### src/rtl/pwm_onoff_pkg.sv
package pwm_onoff_pkg;
  localparam int REG_W = 32;

  // register offsets (bytes)
  localparam int OFS_CTRL = 'h00;
  localparam int OFS_LOW  = 'h18;
  localparam int OFS_HIGH = 'h1C;

  // control bit positions that gate the output
  localparam int BIT_RUN   = 0;
  localparam int BIT_DRIVE = 14;

  typedef enum logic {
    PH_LOW  = 1'b0,
    PH_HIGH = 1'b1
  } phase_e;
endpackage

### src/rtl/pwm_onoff_regs.sv
module pwm_onoff_regs
  import pwm_onoff_pkg::*;
#(
  parameter int ADDR_W = 5,
  parameter int CNT_W  = 32
) (
  input  logic              clk,
  input  logic              rst_n,
  input  logic              we,
  input  logic [ADDR_W-1:0] addr,
  input  logic [REG_W-1:0]  wdata,
  output logic [REG_W-1:0]  rdata,
  output logic [REG_W-1:0]  ctrl_q,
  output logic [CNT_W-1:0]  hold_high,
  output logic [CNT_W-1:0]  hold_low,
  output logic              commit,
  output logic              commit_run
);
  localparam logic [ADDR_W-1:0] A_CTRL = ADDR_W'(OFS_CTRL);
  localparam logic [ADDR_W-1:0] A_LOW  = ADDR_W'(OFS_LOW);
  localparam logic [ADDR_W-1:0] A_HIGH = ADDR_W'(OFS_HIGH);

  logic sel_ctrl, sel_low, sel_high;
  assign sel_ctrl = (addr == A_CTRL);
  assign sel_low  = (addr == A_LOW);
  assign sel_high = (addr == A_HIGH);

  assign commit     = we && sel_ctrl;
  assign commit_run = wdata[BIT_RUN] && wdata[BIT_DRIVE];

  always_ff @(posedge clk) begin
    if (!rst_n) begin
      ctrl_q    <= '0;
      hold_high <= '0;
      hold_low  <= '0;
    end else if (we) begin
      if (sel_ctrl) ctrl_q    <= wdata;
      if (sel_low)  hold_low  <= wdata[CNT_W-1:0];
      if (sel_high) hold_high <= wdata[CNT_W-1:0];
    end
  end

  always_comb begin
    rdata = '0;
    if (sel_ctrl)      rdata = ctrl_q;
    else if (sel_low)  rdata = REG_W'(hold_low);
    else if (sel_high) rdata = REG_W'(hold_high);
  end

  assert_unmapped_ignored_R10: assert property (@(posedge clk) disable iff (!rst_n)
    (we && !sel_ctrl && !sel_low && !sel_high) |=>
      ($stable(ctrl_q) && $stable(hold_high) && $stable(hold_low)));
endmodule

### src/rtl/pwm_onoff_phase.sv
module pwm_onoff_phase
  import pwm_onoff_pkg::*;
#(
  parameter int CNT_W = 32
) (
  input  logic             clk,
  input  logic             rst_n,
  input  logic             commit,
  input  logic             commit_run,
  input  logic [CNT_W-1:0] hold_high,
  input  logic [CNT_W-1:0] hold_low,
  output logic             run_q,
  output phase_e           phase_q,
  output logic [CNT_W-1:0] act_high,
  output logic [CNT_W-1:0] act_low
);
  localparam logic [CNT_W-1:0] ONE = CNT_W'(1);

  logic [CNT_W-1:0] cnt_q;
  logic high_done, low_done;
  assign high_done = (cnt_q == act_high - ONE);
  assign low_done  = (act_low == '0) || (cnt_q == act_low - ONE);

  always_ff @(posedge clk) begin
    if (!rst_n) begin
      run_q    <= 1'b0;
      phase_q  <= PH_HIGH;
      cnt_q    <= '0;
      act_high <= '0;
      act_low  <= '0;
    end else if (commit) begin
      act_high <= hold_high;
      act_low  <= hold_low;
      run_q    <= commit_run;
      phase_q  <= PH_HIGH;
      cnt_q    <= '0;
    end else if (run_q) begin
      unique case (phase_q)
        PH_HIGH: begin
          if (act_high == '0) begin
            phase_q <= PH_LOW;
            cnt_q   <= '0;
          end else if (high_done) begin
            cnt_q <= '0;
            if (act_low != '0) phase_q <= PH_LOW;
          end else begin
            cnt_q <= cnt_q + ONE;
          end
        end
        PH_LOW: begin
          if (low_done) begin
            cnt_q <= '0;
            if (act_high != '0) phase_q <= PH_HIGH;
          end else begin
            cnt_q <= cnt_q + ONE;
          end
        end
        default: begin
          phase_q <= PH_HIGH;
          cnt_q   <= '0;
        end
      endcase
    end
  end

  assert_high_bound_R6: assert property (@(posedge clk) disable iff (!rst_n)
    (run_q && phase_q == PH_HIGH && act_high != '0) |-> (cnt_q < act_high));
  assert_low_bound_R6: assert property (@(posedge clk) disable iff (!rst_n)
    (run_q && phase_q == PH_LOW && act_low != '0) |-> (cnt_q < act_low));
  assert_counts_held_R4: assert property (@(posedge clk) disable iff (!rst_n)
    !commit |=> ($stable(act_high) && $stable(act_low)));
endmodule

### src/rtl/pwm_onoff_gate.sv
module pwm_onoff_gate
  import pwm_onoff_pkg::*;
#(
  parameter int CNT_W = 32
) (
  input  logic             run,
  input  phase_e           phase,
  input  logic [CNT_W-1:0] act_high,
  output logic             pwm_out
);
  assign pwm_out = run && (phase == PH_HIGH) && (act_high != '0);
endmodule

### src/rtl/pwm_onoff_top.sv
module pwm_onoff_top
  import pwm_onoff_pkg::*;
#(
  parameter int ADDR_W = 5,
  parameter int CNT_W  = 32
) (
  input  logic              clk,
  input  logic              rst_n,
  input  logic              reg_we,
  input  logic [ADDR_W-1:0] reg_addr,
  input  logic [31:0]       reg_wdata,
  output logic [31:0]       reg_rdata,
  output logic              pwm_out
);
  logic [REG_W-1:0] ctrl_q;
  logic [CNT_W-1:0] hold_high, hold_low, act_high, act_low;
  logic commit, commit_run, run_q;
  phase_e phase_q;

  pwm_onoff_regs #(.ADDR_W(ADDR_W), .CNT_W(CNT_W)) u_regs (
    .clk(clk), .rst_n(rst_n), .we(reg_we), .addr(reg_addr), .wdata(reg_wdata),
    .rdata(reg_rdata), .ctrl_q(ctrl_q), .hold_high(hold_high), .hold_low(hold_low),
    .commit(commit), .commit_run(commit_run)
  );

  pwm_onoff_phase #(.CNT_W(CNT_W)) u_phase (
    .clk(clk), .rst_n(rst_n), .commit(commit), .commit_run(commit_run),
    .hold_high(hold_high), .hold_low(hold_low), .run_q(run_q), .phase_q(phase_q),
    .act_high(act_high), .act_low(act_low)
  );

  pwm_onoff_gate #(.CNT_W(CNT_W)) u_gate (
    .run(run_q), .phase(phase_q), .act_high(act_high), .pwm_out(pwm_out)
  );

  assert_idle_low_R5: assert property (@(posedge clk) disable iff (!rst_n)
    !(ctrl_q[BIT_RUN] && ctrl_q[BIT_DRIVE]) |-> !pwm_out);
  assert_restart_high_R9: assert property (@(posedge clk) disable iff (!rst_n)
    (commit && commit_run && hold_high != '0) |=> pwm_out);
  assert_zero_high_low_R7: assert property (@(posedge clk) disable iff (!rst_n)
    (act_high == '0) |-> !pwm_out);
  assert_zero_low_high_R8: assert property (@(posedge clk) disable iff (!rst_n)
    (run_q && act_high != '0 && act_low == '0 && !commit) |=> pwm_out);
endmodule

### config.mk
export PLATFORM = sky130hd
export DESIGN_NAME = pwm_onoff_top
export DESIGN_NICKNAME = d
export VERILOG_FILES = /design/src/rtl/pwm_onoff_pkg.sv /design/src/rtl/pwm_onoff_regs.sv /design/src/rtl/pwm_onoff_phase.sv /design/src/rtl/pwm_onoff_gate.sv /design/src/rtl/pwm_onoff_top.sv
export SDC_FILE = /design/constraint.sdc
export NUM_CORES = 1
export LEC_CHECK = 0
export ABC_AREA = 1
export CAP_MARGIN = 20
export CORE_MARGIN = 5
export CORE_UTILIZATION = 56
export CTS_BUF_LIST = sky130_fd_sc_hd__clkbuf_2 sky130_fd_sc_hd__clkbuf_4 sky130_fd_sc_hd__clkbuf_8
export DETAILED_ROUTE_END_ITERATION = 8
export PLACE_DENSITY = 0.79
export SETUP_SLACK_MARGIN = 0.5
export SLEW_MARGIN = 15
export SYNTH_ARGS = -nofsm -noshare
export SYNTH_HDL_FRONTEND = slang
export SYNTH_SLANG_ARGS = --single-unit
### constraint.sdc
create_clock -name clk -period 2.2 [get_ports clk]
set_input_delay 0.44 -clock clk [delete_from_list [all_inputs] [get_ports clk]]
set_output_delay 0.44 -clock clk [all_outputs]
set_load 0.1 [all_outputs]
==> metrics.md <==
| Metric | Value |
|---|---|
| Number of flops mapped to enable cells by yosys | 0 |
| CP required | roughly 1.8 ns |
| Ant diodes | 0 |
| Die height | approximately 160 microns |
| Sequential share of the synthesized area | 0.329 |
| Fillers | ~1100 |
| CTS tree | built |
| Routed vias/inst | about 6.4 |
| Synth Register Bits | roughly 190 |
| Hold Path Stages | 3 |
| Setup CP Type | flip-flop to output pin |
| Arrival time at the worst endpoint | 2.27 ns |
| Worst-Margin Slew | around 0.60 ns |
| Hold path start | rst_n |
| Hold buffers post-CTS | 0 |
| Clock Skews | around 0.029 ns |
| Compound-cell area share of the yosys netlist | 0.131 |
| Largest family of logic cells by synthesized area | simple AND/OR/NAND/NOR gates |
| Clock Sinks | 194 |
| Number of distinct library cells after synthesis | 39 |
| Min Tclk post-route | ~2.7 ns |
| Post-Synth Simple-Gate Area | 0.398 |
| Final WL | a little under 60 mm |
| Register area | between 3000 and 4000 sq um |
| Syn. warnings | 0 |
| Post-Route Hold Slack | around 0.29 ns |
| Place WS | -0.294 ns |
| Placer Congestion | about 0.96 |
| CTS Buf Count | 17 |
| RSZ-0062 raised after global routing | true |
| Post-synthesis adder-cell area fraction | 0.00318 |
| CP endpoint kind | output pin |
| Die X | roughly 160 microns |
| Reg clk slew, reported paths | approximately 0.14 ns |
| Site Rows | 53 |
| Max clock buf depth | 2 |
| Hpwl dp | ~30 mm |
| Syn Area/Cell | 6.34 sq um |
| R2r setup slk | -0.51 ns |
| Final ANT Viol Nets | 0 |
| DRC Markers | 28 |
| Routed vias | approximately 15000 |
| Die ar. | 24100 sq um |
| Nets | between 2000 and 2500 |
| Final period utilization | 1.23 |
| Power Density | approximately 460 nW/um^2 |
| H-tree depth | 4 |
| Cells after Synth | 1863 |
| Max-Cap Viols | 0 |
| Gr ovfl total | 0 |
| R2r worst-path depth | 20 |
| Largest net degree at the start of global routing | 72 |
| Syn_nets | around 1900 |
| Routed WL per cell | between 20 and 25 microns |
| Initial antenna violation count | 2 |
| R2r endpoint | u_phase.cnt_q[15] |
| Worst-Skew Late Latency | between 0.5 and 0.6 ns |
| Maximum VDD drop | 438 uV |
| Finished layout cell area | between 15000 and 20000 sq um |
| # setup viols final | 66 |
| IO buf count | 72 |
| Hold EP | u_phase.act_high[12] |
| Iteration-0 DRC Markers | about 2200 |
| Type of the worst min-delay path | input pin to flip-flop |
| Fraction of synthesized area in multiplexers | 0 |
| Fraction of layout cells with a size suffix above 1 | 0.319 |
| Status | complete, but fails checks |
| Crit path max fanout | 4 |
| Inst Count DP | around 2300 |
| Area after DPL | 15100 sq um |
| Async SR Flop Fraction | 0 |
| GRT Total Usage | 0.384 |
| Failing checks | design-rule violations, negative setup slack |
| Post-Syn Area | ~12000 sq um |
| Post-synth top flop | dfxtp_1 |
| Final hold vios | 0 |
| Post-Synth XOR/XNOR Area | 0.0590 |
| CP Launch Type | flip-flop |
| I/O pin total | 73 |
| Vias in the first global route | 13900 |
| Rel. slew slack | 0.599 |
| Pleak | 0.00844 uW |
| Final core occ | 0.848 |
| Core area | ~21000 sq um |
| Non-filler cells, final | approximately 2400 |
| Slew Viols, Final | 0 |
| CTS Root Cell | clkbuf_8 |
| Effective utilization at floorplan | 0.565 |
| Setup slack after layout | -0.509 ns |
| P&R area growth vs syn | 50.0% |
| First-pass GRT wire length | 73.5 mm |
| Peak Freq | between 300 and 400 MHz |
| Multi-input combinational cell area | about 8600 sq um |
| TritonRoute pass-1 iters | 9 |
| Reg-to-Reg Start | u_phase.act_high[2] |
-- report_power, final --
group / switching, uW / internal, uW / leakage [uW] / total (uW)
clock network: 1700 / 1020 / 0.000224 / 2730
logic: 1110 / 760 / 0.00665 / 1870
registers: 58.0 / 3550 / 0.00157 / 3610
total: 2870 / 5330 / 0.00844 / 8200
-- routing by layer --
layer  global-route usage  vias up  share of wire
met5                    0        -        0.00022
met4                0.197        2           0.10
met3               0.0615      550           0.13
met2                0.655     1420           0.44
met1                0.468     6909           0.33
li1                     -     6493              -
-- placed cells by master (no fill, tap or decap), types with 45 or more instances in the layout --
| cell | netlist | layout |
|---|---|---|
| a21oi_2 | 30 | 45 |
| buf_12 | 0 | 60 |
| buf_4 | 0 | 186 |
| dfxtp_1 | 194 | 183 |
| inv_1 | 129 | 119 |
| nand2_1 | 416 | 341 |
| nand2_4 | 3 | 56 |
| nand3_1 | 105 | 65 |
| nand3_4 | 0 | 47 |
| nor2_1 | 412 | 380 |
| o21ai_0 | 174 | 87 |
| o21ai_1 | 8 | 45 |
| xor2_1 | 45 | 45 |
-- registers in the layout (all words and copies together) (netlist names) --
| register | flops |
|---|---|
| u_phase.act_high | 32 |
| u_regs.hold_low | 32 |
| u_phase.phase_q | 1 |
| u_regs.ctrl_q | 32 |
| u_regs.hold_high | 32 |
| u_phase.run_q | 1 |
| u_phase.cnt_q | 32 |
| u_phase.act_low | 32 |
-- synth_stat cells (all sizes together) (22+ instances only) --
master,count,area share
nor2,434,0.15
nand2,432,0.14
dfxtp,194,0.33
o21ai,183,0.078
nand3,137,0.072
inv,136,0.043
a21oi,87,0.046
clkbuf,76,0.024
xor2,45,0.033
nand4,38,0.020
xnor2,32,0.024
buf,22,0.013
-- worst max-delay path by stage --
stage                          from                 to  slack (ns)  cells after the start
2_1_floorplan   u_phase.act_high[4]  u_phase.cnt_q[15]        0.24                     16
3_3_place_gp            reg_addr[1]      reg_rdata[27]       -0.24                      8
3_5_place_dp            reg_addr[1]      reg_rdata[23]       -0.29                      8
4_1_cts         u_phase.act_high[3]            pwm_out       -0.33                     11
5_1_grt        u_phase.act_high[15]  u_phase.cnt_q[15]       -0.68                     17
6_report       u_phase.act_high[11]            pwm_out       -0.51                     10
-- cell families (layout without fill, tap and decap cells) --
logic type,count (synthesis),count (layout)
buffers and inverters,235,499
AO/OA/AOI/OAI,280,280
adder cells (fa/ha/maj),3,3
XOR/XNOR,78,78
flip-flops,194,194
AND/OR/NAND/NOR,1073,1073
-- critical path, stage by stage, from the launching register on --
cell and delay, ns:
dfxtp_1 0.40, nor2_2 0.21, nand2_1 0.18, inv_1 0.11, nand2_2 0.08, buf_6 0.14, nor4_4 0.14, nand2_2 0.14
nand2_2 0.12, nor2_4 0.06, buf_12 0.17
-- stage by stage --
step / power, uW / TNS [ns]
after detailed placement: 5080 / -27.16
after global routing: 8380 / -23.74
final: 8200 / -17.83
after CTS: 7720 / -9.45
after global placement: 5060 / -19.91
after floorplan: 4550 / 0
-- final cells by class --
class | instances | area share
clock buffer | 17 | 0.0132
clock inverter | 15 | 0.0122
inverter | 137 | 0.0299
multi-input combinational | 1434 | 0.486
sequential | 194 | 0.220
tap | 275 | 0.0194
timing repair buffer | 330 | 0.219
-- repair_timing --
action | 4_1_cts | 5_1_grt
resized for setup | 152 | 261
cloned | 11 | 12
pin swaps | 14 | 77
endpoints found under the setup margin | 165 | 189
buffers inserted | 19 | 18
Power figures use the tool's default switching activity.
